File: src/rtl/baud_tick_pkg.sv
// Shared types for the baud tick generator.
package baud_tick_pkg;
    typedef enum logic {
        CFG_DIVISOR = 1'b0,
        CFG_PROTECT = 1'b1
    } cfg_target_e;
endpackage

File: src/rtl/baud_cfg_guard.sv
// Configuration guard: keeps the protection lock and the shadow divisor.
// Assumes one-cycle write strobes; protection writes need the key in the top bits.
module baud_cfg_guard
    import baud_tick_pkg::*;
#(
    parameter int DATA_W = 32,
    parameter int CD_W   = 16,
    parameter int FP_W   = 3,
    parameter int KEY_W  = 24,
    parameter logic [KEY_W-1:0] KEY = 24'h555341
) (
    input  logic              clk,
    input  logic              rst_n,
    input  logic              cfg_wr,
    input  cfg_target_e       cfg_sel,
    input  logic [DATA_W-1:0] cfg_wdata,
    output logic              locked,
    output logic [CD_W-1:0]   pend_cd,
    output logic [FP_W-1:0]   pend_fp
);
    localparam int KEY_LSB = DATA_W - KEY_W;
    localparam int FP_LSB  = CD_W;

    logic key_ok;
    assign key_ok = (cfg_wdata[DATA_W-1:KEY_LSB] == KEY);

    // Lock flag: changes only on a keyed protection write.
    always_ff @(posedge clk) begin
        if (!rst_n) begin
            locked <= 1'b0;
        end else if (cfg_wr && cfg_sel == CFG_PROTECT && key_ok) begin
            locked <= cfg_wdata[0];
        end
    end

    // Shadow divisor: accepts divisor writes while unlocked.
    always_ff @(posedge clk) begin
        if (!rst_n) begin
            pend_cd <= '0;
            pend_fp <= '0;
        end else if (cfg_wr && cfg_sel == CFG_DIVISOR && !locked) begin
            pend_cd <= cfg_wdata[CD_W-1:0];
            pend_fp <= cfg_wdata[FP_LSB +: FP_W];
        end
    end
endmodule

File: src/rtl/baud_frac_dither.sv
// Fractional dither: an accumulator adds the fraction at each boundary and
// flags a one-clock stretch of the next period on overflow.
// Assumes `advance` is high exactly on period boundaries.
module baud_frac_dither #(
    parameter int FP_W = 3
) (
    input  logic            clk,
    input  logic            rst_n,
    input  logic            advance,
    input  logic            restart,
    input  logic [FP_W-1:0] frac,
    output logic            stretch
);
    logic [FP_W-1:0] acc;
    logic [FP_W:0]   sum;

    // Sum from a cleared base while halted, else from the running accumulator.
    always_comb begin
        sum = {1'b0, (restart ? {FP_W{1'b0}} : acc)} + {1'b0, frac};
    end

    assign stretch = sum[FP_W];

    // Accumulator update at each boundary.
    always_ff @(posedge clk) begin
        if (!rst_n) begin
            acc <= '0;
        end else if (advance) begin
            acc <= sum[FP_W-1:0];
        end
    end
endmodule

File: src/rtl/baud_div_counter.sv
// Period counter: counts each period down, adopts the shadow divisor at each
// boundary and registers the tick. A zero active divisor is a halted state in
// which every clock counts as a boundary.
module baud_div_counter #(
    parameter int CD_W = 16
) (
    input  logic            clk,
    input  logic            rst_n,
    input  logic [CD_W-1:0] next_cd,
    input  logic            stretch,
    output logic [CD_W-1:0] act_cd,
    output logic            idle,
    output logic            boundary,
    output logic            tick
);
    logic [CD_W-1:0] cnt;
    logic [CD_W-1:0] span;

    assign idle     = (act_cd == '0);
    assign boundary = idle || (cnt == '0);
    assign span     = next_cd + CD_W'(stretch) - CD_W'(1);

    // Countdown, divisor adoption and registered tick.
    always_ff @(posedge clk) begin
        if (!rst_n) begin
            act_cd <= '0;
            cnt    <= '0;
            tick   <= 1'b0;
        end else if (boundary) begin
            act_cd <= next_cd;
            cnt    <= (next_cd == '0) ? '0 : span;
            tick   <= !idle;
        end else begin
            cnt    <= cnt - CD_W'(1);
            tick   <= 1'b0;
        end
    end
endmodule

File: src/rtl/baud_tick_gen.sv
// Fractional baud tick generator top: guarded configuration, fractional dither
// and period counter. Assumes a synchronous active-low reset.
module baud_tick_gen
    import baud_tick_pkg::*;
#(
    parameter int DATA_W = 32,
    parameter int CD_W   = 16,
    parameter int FP_W   = 3,
    parameter int KEY_W  = 24,
    parameter logic [KEY_W-1:0] KEY = 24'h555341
) (
    input  logic              clk,
    input  logic              rst_n,
    input  logic              cfg_wr,
    input  logic              cfg_sel,
    input  logic [DATA_W-1:0] cfg_wdata,
    output logic              tick
);
    cfg_target_e     sel_e;
    logic            locked;
    logic [CD_W-1:0] pend_cd;
    logic [FP_W-1:0] pend_fp;
    logic [CD_W-1:0] act_cd;
    logic            idle;
    logic            boundary;
    logic            stretch;

    assign sel_e = cfg_target_e'(cfg_sel);

    baud_cfg_guard #(
        .DATA_W(DATA_W), .CD_W(CD_W), .FP_W(FP_W), .KEY_W(KEY_W), .KEY(KEY)
    ) guard_i (
        .clk(clk), .rst_n(rst_n), .cfg_wr(cfg_wr), .cfg_sel(sel_e),
        .cfg_wdata(cfg_wdata), .locked(locked), .pend_cd(pend_cd), .pend_fp(pend_fp)
    );

    baud_frac_dither #(.FP_W(FP_W)) dither_i (
        .clk(clk), .rst_n(rst_n), .advance(boundary), .restart(idle),
        .frac(pend_fp), .stretch(stretch)
    );

    baud_div_counter #(.CD_W(CD_W)) counter_i (
        .clk(clk), .rst_n(rst_n), .next_cd(pend_cd), .stretch(stretch),
        .act_cd(act_cd), .idle(idle), .boundary(boundary), .tick(tick)
    );
endmodule

File: config.mk
export PLATFORM = sky130hd
export DESIGN_NAME = baud_tick_gen
export DESIGN_NICKNAME = d
export VERILOG_FILES = /design/src/rtl/baud_tick_pkg.sv /design/src/rtl/baud_cfg_guard.sv /design/src/rtl/baud_frac_dither.sv /design/src/rtl/baud_div_counter.sv /design/src/rtl/baud_tick_gen.sv
export SDC_FILE = /design/constraint.sdc
export NUM_CORES = 1
export LEC_CHECK = 0
export BUFFER_PORTS_ARGS = -buffer_cell sky130_fd_sc_hd__buf_2
export CORE_MARGIN = 2
export CORE_UTILIZATION = 45
export CTS_BUF_LIST = sky130_fd_sc_hd__clkbuf_8
export DETAILED_ROUTE_END_ITERATION = 8
export GPL_TIMING_DRIVEN = 0
export PLACE_DENSITY_LB_ADDON = 0.1
export SLEW_MARGIN = 20
export SYNTH_ARGS = -nofsm -noshare
export SYNTH_HDL_FRONTEND = slang
export SYNTH_SLANG_ARGS = --single-unit
File: constraint.sdc
create_clock -name clk -period 7.55 [get_ports clk]
set_input_delay 0.755 -clock clk [delete_from_list [all_inputs] [get_ports clk]]
set_output_delay 0.755 -clock clk [all_outputs]
set_load 0.01 [all_outputs]
==> results_dict.tcl, run 1 <==
set metrics [dict create \
    nets 435 \
    r2r_end "counter_i.cnt[12]" \
    rows 29 \
    fin_util 0.5204 \
    diodes 0 \
    min_delay_worst_endpoint "dither_i.acc[0]" \
    areaGrowthSynthToFinish_pct 12.98 \
    min_path_cells 2 \
    min_path_type "reg -> reg" \
    cap_violations 0 \
    worst_clock_skew_ns 0.005564 \
    cp_max_fo 6 \
    pwr-share-comb 0.459 \
    dp_hpwl_mm 5.167 \
    layout_common_cells "nand2_1 (86), dfxtp_1 (56), buf_2 (39), a21boi_0 (37), nor2_1 (17)" \
    finalSetupViolCount 0 \
    grt_first_pass_wirelength_mm 11.50 \
    routabilityCongestion 0.8390 \
    arrival_ns 4.10 \
    coreArea_sq_um 6277 \
    min_period_over_period 0.5151 \
    io_buffers 35 \
    p_switching_uw 420.0 \
    finalHoldViolations 0 \
    cts_setup_buffers 0 \
    syn_area_sq_um 2892 \
    wirelength_mm 6.820 \
    clkPwrFrac 0.166 \
    r2r_cells 13 \
    cts_resized 0 \
    clk_path_buf_depth 2 \
    ir_drop_mv 0.1648 \
    avgViaCountPerCell 5.268 \
    layout-drive-gt1-share 0.1476 \
    drtPass1Iterations 4 \
    tritoncts "built" \
    numCtsBuffers 5 \
    dieArea_sq_um 7083 \
    ys_seq_area_frac 0.3877 \
    synth_nets 393 \
    criticalPathCategory "reg -> reg" \
    wire_per_inst_um 14.51 \
    synth_top_flop_cell "dfxtp_1" \
    cts_sinks 56 \
    slowest_delay_ns 0.67 \
    crit_path_end_kind "register" \
    die_w_um 84.16 \
    htree_levels 2 \
    synth_area_per_cell_sq_um 8.261 \
    io_pins 37 \
    dr_total_vias 2476 \
    max_slew.worst_pin.slew_ns 0.7968 \
    critPathSlowestCell "nor3b_1" \
    ys_ff_latch 56 \
    startpoint_type "register" \
    antenna_left 0 \
    ys_warn_count 0 \
    worstPathCellList "nor4_1, nand4_1, nand2_1, inv_1, ha_1, a21o_1, a21oi_1, ha_1, ha_1, nor3b_1, nand3_1, a211o_1, o211a_1" \
    p_seq_frac 0.375 \
    async_flop_share 0 \
    synth_edf_count 0 \
    synthDistinctLibCells 44 \
    place_area_sq_um 3163 \
    grt_max_degree 17 \
    cts-root-buf "clkbuf_8" \
    p_leak_uw 0.001308 \
    start_util 0.4606 \
    crit_required_ns 7.76 \
    hold_buffers 0 \
    fmax_mhz 257.1 \
    clk_pin_slew_ns 0.10 \
    final_common_cell "nand2_1" \
    fin_area_sq_um 3267 \
    sw_frac_of_total 0.4029 \
    clkLatencyLatePin_ns 0.31 \
    finalCriticalPeriod_ns 3.889 \
    hp-start "dither_i.acc[0]" \
    setup-tns-final_ns 0 \
    die_h_um 84.16 \
    grt_pass1_vias 2368 \
    p_int_uw 622.3 \
    antenna_found_initial 0 \
    slew_viol_final 0 \
    drtIter0Drc 123 \
    drcViolationCount 0 \
    rsz0062_at_grt "no" \
    cpMostUsedCell "ha_1" \
    timing.reg2reg.setup_slack_ns 3.66 \
    relSlewSlack 0.4639 \
    status "completed" \
    r2r_start "counter_i.act_cd[2]" \
    syn_inst 350 \
    pwr_density_cell_nw_per_um2 319.0 \
    grt-ovfl-total 0 \
    grt.total_usage 0.2026 \
]
[power groups by stage]
| stage | clock [uW] | combinational (uW) | sequential [uW] |
|---|---|---|---|
| floorplan | 0 | 375 | 386 |
| global placement | 0 | 477 | 395 |
| detailed placement | 0 | 479 | 398 |
| CTS | 177 | 483 | 391 |
| global route | 187 | 541 | 398 |
| finish | 173 | 479 | 391 |
[registers in the layout, summed over array words and instances (netlist names)]
signal,flops
counter_i.tick,1
guard_i.pend_fp,3
counter_i.cnt,16
guard_i.locked,1
counter_i.act_cd,16
guard_i.pend_cd,16
dither_i.acc,3
[cell usage after synthesis (all sizes together) (5+ instances only)]
cell	instances	share of area
xor2	7	0.021
inv	8	0.010
nand4	5	0.011
buf	7	0.016
ha	6	0.026
clkbuf	13	0.017
o211a	6	0.021
a21boi	38	0.099
nor2	17	0.022
o21a	10	0.026
nor4	11	0.024
dfxtp	56	0.39
nor3	16	0.028
nand2	86	0.11
xnor2	13	0.039
[how the worst max path moves through the flow]
stage                                    to                  from  slack [ns]  cells after the start
after floorplan            counter_i.cnt[7]  counter_i.act_cd[10]        4.46                     13
after global placement    counter_i.cnt[12]   counter_i.act_cd[7]        3.65                     13
after detailed placement  counter_i.cnt[12]   counter_i.act_cd[7]        3.68                     13
after CTS                 counter_i.cnt[10]   counter_i.act_cd[2]        3.66                     14
after global routing      counter_i.cnt[14]   counter_i.act_cd[7]        3.27                     14
final                     counter_i.cnt[12]   counter_i.act_cd[2]        3.66                     13
[per-layer routing]
metal	global-route usage	wire, um	vias to the layer above
met4	0.05572	42	0
met3	0.02950	244	4
met1	0.2709	3386	1123
li1	-	-	1302
met5	0	0	-
met2	0.3427	3147	47
[worst max-delay path, delay by kind of cell (launching register included)]
family | cells | cell delay [ns]
DFF | 1 | 0.33
buffers and inverters | 1 | 0.06
and+or+nand+nor | 5 | 1.74
adders and majority gates | 3 | 0.73
AOI/OAI and AO/OA | 4 | 0.94
[kinds of logic after synthesis]
kind of cell,share of synthesized area
and+or+nand+nor,0.2752
AOI/OAI and AO/OA,0.1895
DFF,0.3877
buffers and inverters,0.04327
xor gates and xnor gates,0.06058
adders and majority gates,0.03289
muxes,0.01082
[layout make-up]
| cell class | instances | area (sq um) |
|---|---|---|
| fillers | 643 | 3010 |
| multi-input cells | 266 | 1657 |
| flip-flops and latches | 56 | 1121 |
| repair buffers | 35 | 175.2 |
| well taps | 77 | 96.34 |
| plain buffers | 20 | 95.09 |
| clock buffers | 6 | 82.58 |
| inverters | 8 | 30.03 |
| clock inverters | 2 | 10.01 |
[stage by stage]
step                power [uW]  std cells  hold slack (ns)  setup slack (ns)
floorplan                761.1        350           0.4364             4.459
global placement         871.5        462           0.4470             3.652
detailed placement       876.7        462           0.4521             3.682
CTS                       1051        470           0.4667             3.657
global route              1127        470           0.4922             3.272
finish                    1042        470           0.4599             3.661
Note: power is estimated with default switching activity, not from simulation.
==> run 2, diff against run 1 <==
==> constraint.sdc (replaced) <==
create_clock -name clk -period 3.3 [get_ports clk]
set_input_delay 0.33 -clock clk [delete_from_list [all_inputs] [get_ports clk]]
set_output_delay 0.33 -clock clk [all_outputs]
set_load 0.01 [all_outputs]
==> run 2 against run 1 <==
Global-route usage increased by 0.082 points. Clock skew decreased by 0.00056 ns. Core utilization increased by 2.2 points. Worst hold slack got worse by 0.21 ns. Largest cell class unchanged. Die area unchanged. Largest power group unchanged. Non-clock buffer count increased by 4. Power increased by 130%. Combinational power increased by 140%. Sequential cell count unchanged. First-iteration DRC count decreased by 18%. Clock power increased by 130%.
==> results_dict.tcl, run 2 (synthesis results as in run 1) <==
set metrics [dict create \
    dr_total_vias 2518 \
    clk_path_buf_depth 2 \
    drtPass1Iterations 4 \
    crit_required_ns 3.51 \
    antenna_found_initial 0 \
    cts-root-buf "clkbuf_8" \
    reg.largest.list "counter_i.act_cd (16), counter_i.cnt (16), guard_i.pend_cd (16)" \
    grt-ovfl-total 0 \
    finalHoldViolations 0 \
    finalSetupViolCount 0 \
    die_h_um 84.16 \
    areaGrowthSynthToFinish_pct 17.74 \
    p_int_uw 1461 \
    cpMostUsedCell "nor4_4" \
    start_util 0.4606 \
    avgViaCountPerCell 5.312 \
    coreArea_sq_um 6277 \
    max_slew.worst_pin.slew_ns 0.7982 \
    arrival_ns 3.37 \
    ir_drop_mv 0.3516 \
    grt_pass1_vias 2391 \
    slew_viol_final 0 \
    criticalPathCategory "reg -> reg" \
    htree_levels 2 \
    wire_per_inst_um 14.61 \
    timing.reg2reg.setup_slack_ns 0.14 \
    io_buffers 35 \
    min_period_over_period 0.9566 \
    rsz0062_at_grt "yes" \
    relSlewSlack 0.4630 \
    grt.total_usage 0.2034 \
    final_common_cell "nand2_1" \
    r2r_cells 11 \
    critical_path_buf_inv_count 0 \
    hold_buffers 0 \
    slowest_delay_ns 0.53 \
    antenna_left 0 \
    multi_input_area_sq_um 1762 \
    routabilityCongestion 0.8390 \
    r2r_start "counter_i.act_cd[14]" \
    layout.cells.non_filler 474 \
    r2r_end "counter_i.cnt[7]" \
    min_delay_worst_endpoint "guard_i.pend_cd[1]" \
    setup_ws_ns 0.1432 \
    finalCriticalPeriod_ns 3.157 \
    dieArea_sq_um 7083 \
    fmax_mhz 316.8 \
    sw_frac_of_total 0.4028 \
    regArea_sq_um 1124 \
    drcViolationCount 0 \
    p_seq_frac 0.368 \
    dp.cells 462 \
    numCtsBuffers 5 \
    cp_max_fo 4 \
    min_path_type "in -> reg" \
    crit_path_end_kind "register" \
    drtIter0Drc 101 \
    dpl_worst_slack_ns -0.5678 \
    clkLatencyLatePin_ns 0.31 \
    layout-drive-gt1-share 0.1965 \
    diodes 0 \
    pwr_density_cell_nw_per_um2 718.4 \
    cts_sinks 56 \
    nets 439 \
    hp-start "cfg_wdata[1]" \
    pwr-share-comb 0.470 \
    critPathSlowestCell "or4b_4" \
    critPathTopFamily "simple AND/OR/NAND/NOR gates" \
    p_leak_uw 0.001351 \
    grt_first_pass_wirelength_mm 11.56 \
    cap_violations 0 \
    worstPathCellList "nor4_4, nand4_1, and2_1, ha_1, a21oi_2, ha_2, or4b_4, nor4_4, xnor2_1, nor3_1, o21a_1" \
    startpoint_type "register" \
    worst_clock_skew_ns 0.005007 \
    dp_hpwl_mm 5.167 \
    status "completed" \
    fillCellCount 624 \
    rows 29 \
    wirelength_mm 6.926 \
    clkPwrFrac 0.162 \
    clk_pin_slew_ns 0.10 \
    p_switching_uw 985.1 \
    layout_common_cells "nand2_1 (84), dfxtp_1 (54), buf_2 (39), a21boi_0 (37), nor2_1 (17)" \
    grt_max_degree 17 \
    tritoncts "built" \
    min_path_cells 3 \
    die_w_um 84.16 \
    io_pins 37 \
]
## run 2: worst register-to-register path, stage by stage, from the launching register on
cell	delay, ns
dfxtp_2	0.35
nor4_4	0.27
nand4_1	0.25
and2_1	0.25
ha_1	0.31
a21oi_2	0.23
ha_2	0.27
or4b_4	0.53
nor4_4	0.24
xnor2_1	0.14
nor3_1	0.06
o21a_1	0.18
## run 2: worst max path at each step
stage	start	endpoint	slack [ns]	depth (start not counted)
6_report	counter_i.act_cd[14]	counter_i.cnt[7]	0.14	11
3_5_place_dp	counter_i.act_cd[7]	counter_i.cnt[12]	-0.57	13
4_1_cts	counter_i.act_cd[2]	counter_i.cnt[10]	0.01	14
3_3_place_gp	counter_i.act_cd[7]	counter_i.cnt[12]	-0.60	13
5_1_grt	counter_i.act_cd[14]	counter_i.cnt[7]	-0.06	13
2_1_floorplan	counter_i.act_cd[10]	counter_i.cnt[7]	0.21	13
## run 2: metrics by stage
stage	TNS (ns)	power, uW	utilization	hold WS, ns	cell area [sq um]
after floorplan	0	1741	-	0.4364	2892
after global placement	-4.963	1994	0.5039	0.4470	3163
after detailed placement	-4.793	2006	0.5039	0.4521	3163
after CTS	0	2429	0.5268	0.2521	3307
after global routing	-0.06148	2639	0.5424	0.2593	3405
final	0	2446	0.5424	0.2538	3405
## run 2: layout make-up
type | count | area share
Sequential cell | 56 | 0.3300
Inverter | 8 | 0.008820
Tap cell | 77 | 0.02830
Clock buffer | 6 | 0.02426
Clock inverter | 2 | 0.002940
Buffer | 20 | 0.02793
Multi-Input combinational cell | 266 | 0.5175
Timing Repair Buffer | 39 | 0.06027
## run 2: power by group through the flow
| stage | Combinational (uW) | Sequential (uW) | Clock, uW |
|---|---|---|---|
| 2_1_floorplan | 858 | 883 | 0 |
| 3_5_place_dp | 1100 | 910 | 0 |
| 3_3_place_gp | 1090 | 903 | 0 |
| 5_1_grt | 1290 | 917 | 428 |
| 6_report | 1150 | 900 | 396 |
| 4_1_cts | 1130 | 895 | 406 |
## run 2: repair_timing
| item | 4_1_cts | 5_1_grt |
|---|---|---|
| setup endpoints to repair | 13 | 12 |
| buffers inserted | 2 | 2 |
| resized for setup | 7 | 15 |
| pin swaps | 1 | 12 |
## run 2: per-layer routing
metal,track usage,up-vias,wire length (um)
met5,0,-,0
met4,0.05572,0,83
met3,0.02950,8,243
met2,0.3434,47,3170
met1,0.2728,1151,3429
li1,-,1312,-
==> run 3, diff against run 2 <==
--- a/config.mk
+++ b/config.mk
@@ -10,7 +10,7 @@
 export CORE_UTILIZATION = 45
 export CTS_BUF_LIST = sky130_fd_sc_hd__clkbuf_8
 export DETAILED_ROUTE_END_ITERATION = 8
-export GPL_TIMING_DRIVEN = 0
+export GPL_TIMING_DRIVEN = 1
 export PLACE_DENSITY_LB_ADDON = 0.1
 export SLEW_MARGIN = 20
 export SYNTH_ARGS = -nofsm -noshare
==> constraint.sdc (replaced) <==
create_clock -name clk -period 3.98 [get_ports clk]
set_input_delay 0.398 -clock clk [delete_from_list [all_inputs] [get_ports clk]]
set_output_delay 0.398 -clock clk [all_outputs]
set_load 0.01 [all_outputs]
==> run 3 against run 2 <==
Worst hold slack improved by 0.067 ns. Via count fell by 0.99%. Fmax decreased by 11%. Sequential cell count did not move. Wire length decreased by 6.6%. Clock power fell by 18%. Count of clock-buffer cells in the layout is 1 lower. Sequential share of layout area is 1.9 points higher. First-iteration DRC count is 20% lower. Critical path depth grew 2. Register-to-register slack better by 0.29 ns. Core utilization decreased by 3.1 points. Critical path type unchanged. Largest cell class unchanged.
==> results_dict.tcl, run 3 (synthesis results as in run 1) <==
set metrics [dict create \
    cts_sinks 56 \
    dieArea_sq_um 7083 \
    drtPass1Iterations 4 \
    numCtsBuffers 5 \
    drcViolationCount 0 \
    dp_hpwl_mm 4.645 \
    cts_setup_buffers 0 \
    p_seq_frac 0.389 \
    p_switching_uw 788.5 \
    tritoncts "built" \
    criticalPathCategory "reg -> reg" \
    rsz0062_at_grt "no" \
    fin_util 0.5117 \
    fmax_mhz 281.6 \
    drtIter0Drc 81 \
    areaGrowthSynthToFinish_pct 11.08 \
    antenna_found_initial 0 \
    sw_frac_of_total 0.4112 \
    diodes 0 \
    crit_required_ns 4.21 \
    cts_resized 0 \
    crit_path_end_kind "register" \
    clkLatencyLatePin_ns 0.32 \
    antenna_left 0 \
    cap_violations 0 \
    hold_buffers 0 \
    io_buffers 36 \
    slew_viol_final 0 \
    min_period_over_period 0.8922 \
    layout_common_cells "nand2_1 (86), dfxtp_1 (56), a21boi_0 (37), buf_2 (36), nor2_1 (17)" \
    relSlewSlack 0.3485 \
    finalHoldViolations 0 \
    startpoint_type "register" \
    place_area_sq_um 3120 \
    arrival_ns 3.78 \
    p_int_uw 1129 \
    coreArea_sq_um 6277 \
    start_util 0.4606 \
    cp_max_fo 6 \
    finalCriticalPeriod_ns 3.551 \
    htree_levels 2 \
    nets 420 \
    setup-tns-final_ns 0 \
    p_leak_uw 0.001283 \
    wirelength_mm 6.469 \
    cts-root-buf "clkbuf_8" \
    fin_area_sq_um 3212 \
    pwr-share-comb 0.442 \
    io_pins 37 \
    layout-drive-gt1-share 0.1481 \
    grt.total_usage 0.1982 \
    die_h_um 84.16 \
    worst_clock_skew_ns 0.006295 \
    clk_pin_slew_ns 0.11 \
    max_slew.worst_pin.slew_ns 0.9730 \
    regArea_sq_um 1121 \
    clkPwrFrac 0.169 \
    grt_max_degree 57 \
    final_common_cell "nand2_1" \
    ir_drop_mv 0.4258 \
    fillCellCount 650 \
    die_w_um 84.16 \
    routabilityCongestion 0.7753 \
    pwr_density_cell_nw_per_um2 597.0 \
    clk_path_buf_depth 2 \
    grt_pass1_vias 2460 \
    status "completed" \
    finalSetupViolCount 0 \
    min_path_type "in -> reg" \
    multi_input_area_sq_um 1663 \
    avgViaCountPerCell 5.479 \
    dr_total_vias 2493 \
    grt-ovfl-total 0 \
    rows 29 \
    grt_first_pass_wirelength_mm 11.32 \
    wire_per_inst_um 14.22 \
    reg.largest.list "counter_i.act_cd (16), counter_i.cnt (16), guard_i.pend_cd (16)" \
]
==> run 3: changes by cell type in the layout (fill, tap and decap cells not counted), moves of 3 or more <==
cell and delta:
nor4_1 +4, clkbuf_1 -13, buf_2 -3, ha_1 +4
==> run 3: worst max-delay path, stage by stage, from the launching register on <==
cell and delay (ns):
dfxtp_1 0.33, nor4_1 0.34, nand4_1 0.34, nand2_1 0.22, inv_1 0.06, ha_1 0.26
a21o_1 0.17, a21oi_1 0.18, ha_1 0.22, or4b_2 0.66, nor4_1 0.26, xnor2_1 0.16
nor3_1 0.06, o21a_1 0.20
==> run 3: path summary, 6_finish.rpt <==
kind,start,end,slack (ns),depth (start not counted)
setup reg to reg,counter_i.act_cd[15],counter_i.cnt[7],0.43,13
setup / recovery,counter_i.act_cd[15],counter_i.cnt[7],0.43,13
hold / removal,cfg_wdata[5],guard_i.pend_cd[5],0.32,3
hold reg to reg,dither_i.acc[0],dither_i.acc[0],0.47,2
==> run 3: stage by stage <==
| step | total power, uW | setup WS, ns | cells | hold WS [ns] |
|---|---|---|---|---|
| final | 1917 | 0.4289 | 455 | 0.3211 |
| after global placement | 1600 | 0.4365 | 447 | 0.4572 |
| after floorplan | 1444 | 0.8886 | 350 | 0.4364 |
| after global routing | 2092 | 0.1071 | 455 | 0.3276 |
| after CTS | 1948 | 0.3691 | 455 | 0.3161 |
| after detailed placement | 1613 | 0.3800 | 447 | 0.4614 |
==> run 3: metal layers <==
layer / track usage / part of all wire / vias to the layer above
met2: 0.3312 / 0.47 / 38
li1: - / - / 1276
met4: 0.06598 / 0.017 / 0
met1: 0.2608 / 0.49 / 1169
met5: 0 / 0 / -
met3: 0.03343 / 0.024 / 10
==> run 3: final cells by class <==
class                           instances  share of cell area
Multi-Input combinational cell        266              0.5177
Sequential cell                        56              0.3490
Timing Repair Buffer                   40             0.06545
Tap cell                               77             0.03000
Clock buffer                            5             0.02143
Inverter                                8            0.009349
Clock inverter                          3            0.007012
==> run 3: power groups by stage <==
stage	registers [uW]	logic, uW	clock network (uW)
after floorplan	733	711	0
after global placement	755	845	0
after detailed placement	758	856	0
after CTS	745	863	340
after global routing	761	974	358
final	745	848	325
